`src/rtl/dre_pkg.sv`:
```
package dre_pkg;
  typedef enum logic {ST_IDLE = 1'b0, ST_RUN = 1'b1} dre_state_e;
endpackage

```
`src/rtl/dre_maxmag.sv`:
```
module dre_maxmag #(
  parameter int NC = 4,
  parameter int MW = 8
) (
  input  logic [NC*MW-1:0] mags,
  output logic [MW-1:0]    max_o
);
  always_comb begin
    max_o = '0;
    for (int i = 0; i < NC; i++) begin
      if (mags[i*MW +: MW] > max_o) max_o = mags[i*MW +: MW];
    end
  end
endmodule

```
`src/rtl/dre_chan.sv`:
```
module dre_chan #(
  parameter int MW = 8,
  parameter int FW = 8,
  parameter int T  = 60,
  parameter int NW = 16
) (
  input  logic          clk,
  input  logic          rst_n,
  input  logic          arm,
  input  logic          step_en,
  input  logic [MW-1:0] mag,
  input  logic          neg,
  input  logic [MW-1:0] emax,
  input  logic [FW-1:0] thr,
  input  logic [NW-1:0] acc,
  output logic          fire_pos,
  output logic          fire_neg
);
  localparam int PW = MW + FW;

  logic          fired_q, fired_d;
  logic [NW-1:0] num;
  logic [PW-1:0] lhs, rhs;
  logic          active, hit;

  always_comb begin
    num    = NW'(2 * T) * (NW'(emax) - NW'(mag)) + NW'(emax);
    lhs    = {mag, {FW{1'b0}}};
    rhs    = PW'(thr) * PW'(emax);
    active = (mag != '0) && !(lhs < rhs);
    hit    = step_en && active && !fired_q && (num < acc);
    fire_pos = hit && !neg;
    fire_neg = hit && neg;
    fired_d = fired_q;
    if (arm)      fired_d = 1'b0;
    else if (hit) fired_d = 1'b1;
  end

  always_ff @(posedge clk or negedge rst_n) begin
    if (!rst_n) fired_q <= 1'b0;
    else        fired_q <= fired_d;
  end
endmodule

```
`src/rtl/dual_rail_latency_encoder.sv`:
```
module dual_rail_latency_encoder #(
  parameter int NC = 4,
  parameter int CW = 8,
  parameter int FW = 8,
  parameter int T  = 60,
  parameter int IW = (NC > 1) ? $clog2(NC) : 1,
  parameter int SW = $clog2(T + 1)
) (
  input  logic                 clk,
  input  logic                 rst_n,
  input  logic                 load_valid,
  input  logic [IW-1:0]        load_idx,
  input  logic signed [CW-1:0] load_coef,
  input  logic [FW-1:0]        thresh,
  input  logic                 start,
  input  logic                 tick,
  output logic                 busy,
  output logic                 spike_valid,
  output logic [2*NC-1:0]      spike_mask,
  output logic [SW-1:0]        spike_step,
  output logic                 done
);
  import dre_pkg::*;

  localparam int MW = CW;
  localparam int NW = MW + $clog2(2 * T + 4) + 1;

  dre_state_e          st_q, st_d;
  logic [CW-1:0]       coef_q [NC];
  logic [CW-1:0]       coef_d [NC];
  logic [MW-1:0]       emax_q, emax_d, emax_c;
  logic [FW-1:0]       thr_q, thr_d;
  logic [NW-1:0]       acc_q, acc_d;
  logic [SW-1:0]       step_q, step_d;
  logic                sv_q, sv_d, done_q, done_d;
  logic [2*NC-1:0]     mask_q, mask_d, fire;
  logic [SW-1:0]       sstep_q, sstep_d;
  logic [NC*MW-1:0]    mag_flat;
  logic [NC-1:0]       neg_v;
  logic                accept_start, step_en;

  assign accept_start = (st_q == ST_IDLE) && start;
  assign step_en      = (st_q == ST_RUN) && tick;

  for (genvar g = 0; g < NC; g++) begin : g_chan
    always_comb begin
      neg_v[g] = coef_q[g][CW-1];
      mag_flat[g*MW +: MW] = neg_v[g] ? (~coef_q[g] + 1'b1) : coef_q[g];
    end

    dre_chan #(.MW(MW), .FW(FW), .T(T), .NW(NW)) u_chan (
      .clk      (clk),
      .rst_n    (rst_n),
      .arm      (accept_start),
      .step_en  (step_en),
      .mag      (mag_flat[g*MW +: MW]),
      .neg      (neg_v[g]),
      .emax     (emax_q),
      .thr      (thr_q),
      .acc      (acc_q),
      .fire_pos (fire[g]),
      .fire_neg (fire[g+NC])
    );
  end

  dre_maxmag #(.NC(NC), .MW(MW)) u_max (
    .mags  (mag_flat),
    .max_o (emax_c)
  );

  always_comb begin
    st_d    = st_q;
    emax_d  = emax_q;
    thr_d   = thr_q;
    acc_d   = acc_q;
    step_d  = step_q;
    sv_d    = 1'b0;
    done_d  = 1'b0;
    mask_d  = '0;
    sstep_d = sstep_q;
    for (int i = 0; i < NC; i++) begin
      coef_d[i] = coef_q[i];
      if ((st_q == ST_IDLE) && load_valid && (int'(load_idx) == i))
        coef_d[i] = load_coef;
    end
    if (accept_start) begin
      st_d   = ST_RUN;
      emax_d = emax_c;
      thr_d  = thresh;
      acc_d  = NW'(emax_c) << 1;
      step_d = '0;
    end
    if (step_en) begin
      sv_d    = 1'b1;
      mask_d  = fire;
      sstep_d = step_q;
      acc_d   = acc_q + (NW'(emax_q) << 1);
      step_d  = step_q + 1'b1;
      if (step_q == SW'(T)) begin
        done_d = 1'b1;
        st_d   = ST_IDLE;
      end
    end
  end

  always_ff @(posedge clk or negedge rst_n) begin
    if (!rst_n) begin
      st_q    <= ST_IDLE;
      emax_q  <= '0;
      thr_q   <= '0;
      acc_q   <= '0;
      step_q  <= '0;
      sv_q    <= 1'b0;
      done_q  <= 1'b0;
      mask_q  <= '0;
      sstep_q <= '0;
      for (int i = 0; i < NC; i++) coef_q[i] <= '0;
    end else begin
      st_q    <= st_d;
      emax_q  <= emax_d;
      thr_q   <= thr_d;
      acc_q   <= acc_d;
      step_q  <= step_d;
      sv_q    <= sv_d;
      done_q  <= done_d;
      mask_q  <= mask_d;
      sstep_q <= sstep_d;
      for (int i = 0; i < NC; i++) coef_q[i] <= coef_d[i];
    end
  end

  assign busy        = (st_q == ST_RUN);
  assign spike_valid = sv_q;
  assign spike_mask  = mask_q;
  assign spike_step  = sstep_q;
  assign done        = done_q;
endmodule

```
`config.mk`:
```
export PLATFORM = sky130hd
export DESIGN_NAME = dual_rail_latency_encoder
export DESIGN_NICKNAME = d
export VERILOG_FILES = /design/src/rtl/dre_pkg.sv /design/src/rtl/dre_maxmag.sv /design/src/rtl/dre_chan.sv /design/src/rtl/dual_rail_latency_encoder.sv
export SDC_FILE = /design/constraint.sdc
export NUM_CORES = 1
export LEC_CHECK = 0
export BUFFER_PORTS_ARGS = -buffer_cell sky130_fd_sc_hd__buf_2
export CAP_MARGIN = 10
export CORE_ASPECT_RATIO = 0.5
export CORE_MARGIN = 2
export CORE_UTILIZATION = 60
export DETAILED_ROUTE_END_ITERATION = 16
export GPL_TIMING_DRIVEN = 0
export MAX_ROUTING_LAYER = met4
export PLACE_DENSITY = 0.91
export SYNTH_ARGS = -nofsm -noshare
export SYNTH_HDL_FRONTEND = slang
export SYNTH_HIERARCHICAL = 1
export SYNTH_SLANG_ARGS = --single-unit
```
`constraint.sdc`:
```
create_clock -name clk -period 6.26 [get_ports clk]
set_input_delay 1.252 -clock clk [delete_from_list [all_inputs] [get_ports clk]]
set_output_delay 1.252 -clock clk [all_outputs]
set_load 0.005 [all_outputs]
```
==> metrics.txt, run 1 <==
Overflow after GRT=390; placed instance area=0.0237 mm²; port bufs=39; Clk Tree Root Cell=clkbuf_16; Ports=40; # clock sinks=90; pre-CTS setup slack=-1.53 ns; CTS hold repair buffers=0; RD Place Congestion=0.946; row count=50; Post-synth top flop=dfrtp_1; Post-Synthesis Cells=2696; H-tree depth=3; post-synth cell types=110; Mapped Avg Cell Area=8.38 µm²; die height=141 µm; Die Wd=278 µm; initial core utilization=60.6%; Err=[ERROR GRT-0232] Routing congestion too high. Check the congestion heatmap in the GUI.; Stop stage=5_1_grt; total global routing track utilization=82.7%; largest net degree at the start of global routing=61; sequential share of the synthesized area=9.97%; CTS Buffer Depth=2; number of synthesized register bits=90; TritonCTS Buffers=9; synthesized area=0.0226 mm²; HPWL after detailed placement=45000 µm; Yosys Warn Count=6; Async SR Flop Fraction=100%; EDFF count, synth=0; status=did not finish
## stage by stage
step | util, % | cells
2_1_floorplan | - | 2699
3_5_place_dp | 63.5 | 3242
4_1_cts | 71.6 | 3387
3_3_place_gp | 62.9 | 3232
## what timing repair did
action                                  in CTS
pin swaps                                   85
endpoints found under the setup margin      28
setup buffers                              125
endpoints found under the hold margin        0
gates cloned                                 5
gates resized for setup                    320
## kinds of logic after synthesis
| family | synth area share (%) |
|---|---|
| flops | 9.97 |
| fa+ha+maj | 37.8 |
| other cells | 0.0166 |
| buf+inv | 9.00 |
| simple gates | 18.6 |
| compound gates | 14.7 |
| mux | 2.23 |
| xor+xnor | 7.73 |
## Yosys cell counts (20+ instances only)
cell	instances	area, µm²
nor2b_1	29	181
a21o_1	65	488
nor4_1	21	131
mux2_2	26	293
mux2i_1	20	200
inv_1	478	1790
fa_1	185	3700
nand2b_1	35	219
xor2_1	66	578
a21oi_1	124	621
o21a_1	24	180
o211ai_1	24	180
nand4_1	25	156
ha_1	382	4780
and2_1	149	932
dfrtp_1	90	2250
nand3_1	36	180
nor3_1	43	215
and3_1	25	156
xnor2_1	113	990
nor2_1	114	428
o21ai_0	62	310
nand2_1	265	995
## routing by layer
| metal | GRT usage, % | GRT overflow |
|---|---|---|
| met1 | 80.0 | 48 |
| met2 | 93.3 | 199 |
| met3 | 79.2 | 71 |
| met4 | 72.8 | 72 |
| met5 | - | - |
==> inputs of run 2 (changes only) <==
CORE_ASPECT_RATIO = default   (was 0.5)
CORE_UTILIZATION = 40   (was 60)
MAX_ROUTING_LAYER = default   (was met4)
PLACE_DENSITY = default   (was 0.91)
PLACE_DENSITY_LB_ADDON = 0.15   (was default)
clock period = 8.1 ns   (was 6.26 ns; I/O delays follow)
==> run 2 against run 1 <==
Against the previous run:
- synthesized area stayed put
- synthesized cell count stayed put
- the run now ends clean
==> metrics.txt, run 2 <==
Remaining DRCs=0; Clk Tree Root Cell=clkbuf_16 (unchanged); Worst setup startpoint=coef_q[0]; flop2flop setup slack=0.39 ns; Setup Skew=0.00679 ns; crit end category=register; Regs by FF count=coef_q: 32 flops, acc_q: 15 flops; CP bufs+invs=4; final setup fails=0; Slowest Stage Delay on Critical Path=0.63 ns; CP max-delay cell=dfrtp_1; highest fanout seen on the critical path=8; row count=87 (was 50); Yosys top cell area share=21.1% (unchanged); sequential share of the synthesized area=9.97% (unchanged); drt wl/cell=17.1 µm; # clock sinks=90 (unchanged); Post-synth top flop=dfrtp_1 (unchanged); vias=18600; total global routing track utilization=20.9%; initial core utilization=40.2% (was 60.6%); initial antenna violation count=0; crit path time final=7.71 ns; Hold Vio Cnt, Final=0; Hold Path Class=reg2reg; Critical Path AT=8.00 ns; Worst Tran Pin Value=1.14 ns; Post-Synthesis Cells=2696 (unchanged); setup_tns=0 ns; Period Utilization, post-route=95.2%; number of synthesized register bits=90 (unchanged); ANT nets after route=0; Rel. slew slack=23.5%; startpoint types=register; fmax=130 MHz; fraction of layout cells with a size suffix above 1=8.05%; Post-synth top cells=inv_1, ha_1, nand2_1 (unchanged); Yosys Warn Count=6 (unchanged); first-pass GRT wire length=99500 µm; Synth area leader=ha_1 (unchanged); Final Max Slew Viols=0; Overflow after GRT=0; synthesized area=0.0226 mm² (unchanged); largest net degree at the start of global routing=65; top-count cell post-synth=inv_1 (unchanged); Max-Cap Viols=0; Largest register FFs=32; port bufs=39 (unchanged); post-synth cell types=110 (unchanged); TritonCTS Buffers=9 (unchanged); Reg with most FFs=coef_q; Worst-Skew Late Latency=0.35 ns; worst setup path class=reg2reg; Critical Path RT=8.39 ns; most common cell after layout, fill and taps aside=inv_1; status=finished, final reports clean (was did not finish); CTS tree=yes; Ports=40 (unchanged); largest delay contributor family on the critical path=compound AO/OA/AOI/OAI gates; DR iter-0 viols=817; Synth area leaders=ha_1, fa_1, dfrtp_1 (unchanged); Die Wd=242 µm (was 278 µm); DRT Pass-1 Iters=5; EDFF count, synth=0 (unchanged); H-tree depth=3 (unchanged); reg-to-reg startpoint=coef_q[0]; Mapped Avg Cell Area=8.38 µm² (unchanged); RD Place Congestion=0.858 (was 0.946); HP Start=spike_step[5]; NumNets Final=3355; drt total wl=60200 µm; CTS hold repair buffers=0 (unchanged); HPWL after detailed placement=47200 µm (was 45000 µm); Area Growth Syn to Fin=8.48%; CTS clk-pin slew, worst paths=0.07 ns; number of global-route vias before repair=19100; Async SR Flop Fraction=100% (unchanged); vias per cell=5.29; die height=242 µm (was 141 µm); DIE AREA=0.0584 mm²; Core Box Area=0.0562 mm²; CTS Buffer Depth=2 (unchanged); commonest cells after routing, fill and taps aside=inv_1, ha_1, nand2_1, fa_1, and2_1
[run 2: cell counts after synthesis]
No cell type changed its count.
[run 2: per-layer routing]
layer | up-vias | track usage [%] | wire length (µm)
li1 | 9162 | - | -
met5 | - | 0 | 0
met1 | 9122 | 27.9 | 28100
met3 | 69 | 1.32 | 1860
met4 | 0 | 5.59 | 1410
met2 | 296 | 36.8 | 28800
[run 2: layout make-up]
| type | instances | area, µm² |
|---|---|---|
| fillers | 5717 | 31700 |
| multi-input cells | 2090 | 18400 |
| flip-flops and latches | 90 | 2260 |
| inverters | 487 | 1840 |
| well taps | 756 | 946 |
| repair buffers | 56 | 523 |
| clock buffers | 11 | 243 |
| plain buffers | 31 | 190 |
| clock inverters | 5 | 61.3 |
| diodes | 1 | 2.50 |
[run 2: kinds of logic (layout without fill, tap and decap cells)]
family | count (synthesis) | in the layout | share of synthesized area [%]
AND/OR/NAND/NOR | 810 | 810 | 18.6
adder cells (fa/ha/maj) | 573 | 573 | 37.8
buffers and inverters | 519 | 590 | 9.00
AO/OA/AOI/OAI | 467 | 467 | 14.7
XOR/XNOR | 189 | 189 | 7.73
flip-flops | 90 | 90 | 9.97
multiplexers | 47 | 47 | 2.23
other | 1 | 5 | 0.0166
[run 2: path summary, 6_finish.rpt]
path                                      end  depth (start not counted)
worst max-delay path            spike_mask[7]                         28
worst min-delay path            spike_step[5]                          2
worst max register to register  spike_mask[7]                         28
worst min register to register  spike_step[5]                          2
max in group asynchronous            thr_q[5]                          2
min in group asynchronous         spike_valid                          1
[run 2: metrics by stage]
| step | utilization [%] | hold WS [ns] | area [µm²] | worst slack (ns) | instances |
|---|---|---|---|---|---|
| 5_1_grt | 43.6 | 0.494 | 24500 | -0.00516 | 3526 |
| 6_report | 43.6 | 0.471 | 24500 | 0.385 | 3527 |
| 3_5_place_dp | 42.8 | 0.457 | 24000 | -0.222 | 3508 |
| 4_1_cts | 43.4 | 0.474 | 24400 | 0.0122 | 3524 |
| 3_3_place_gp | 42.3 | 0.463 | 23800 | -0.182 | 3494 |
| 2_1_floorplan | - | 0.456 | 22600 | 1.65 | 2699 |
[run 2: repair_timing]
action	CTS	global route
setup endpoints to repair	3	13
gates resized for setup	2	17
buffers inserted	0	0
hold endpoints to repair	0	0
[run 2: worst reg2reg max path: cells and delay by family (launching register included)]
family | cells | cell delay, ns
AOI/OAI and AO/OA | 8 | 2.02
adders and majority gates | 5 | 1.96
xor gates and xnor gates | 5 | 1.63
and+or+nand+nor | 6 | 0.92
DFF | 1 | 0.63
buffers and inverters | 4 | 0.51
Power of run 2 is not shown: default switching activity piles up to over one toggle a cycle in this logic, so the estimate is an artifact.
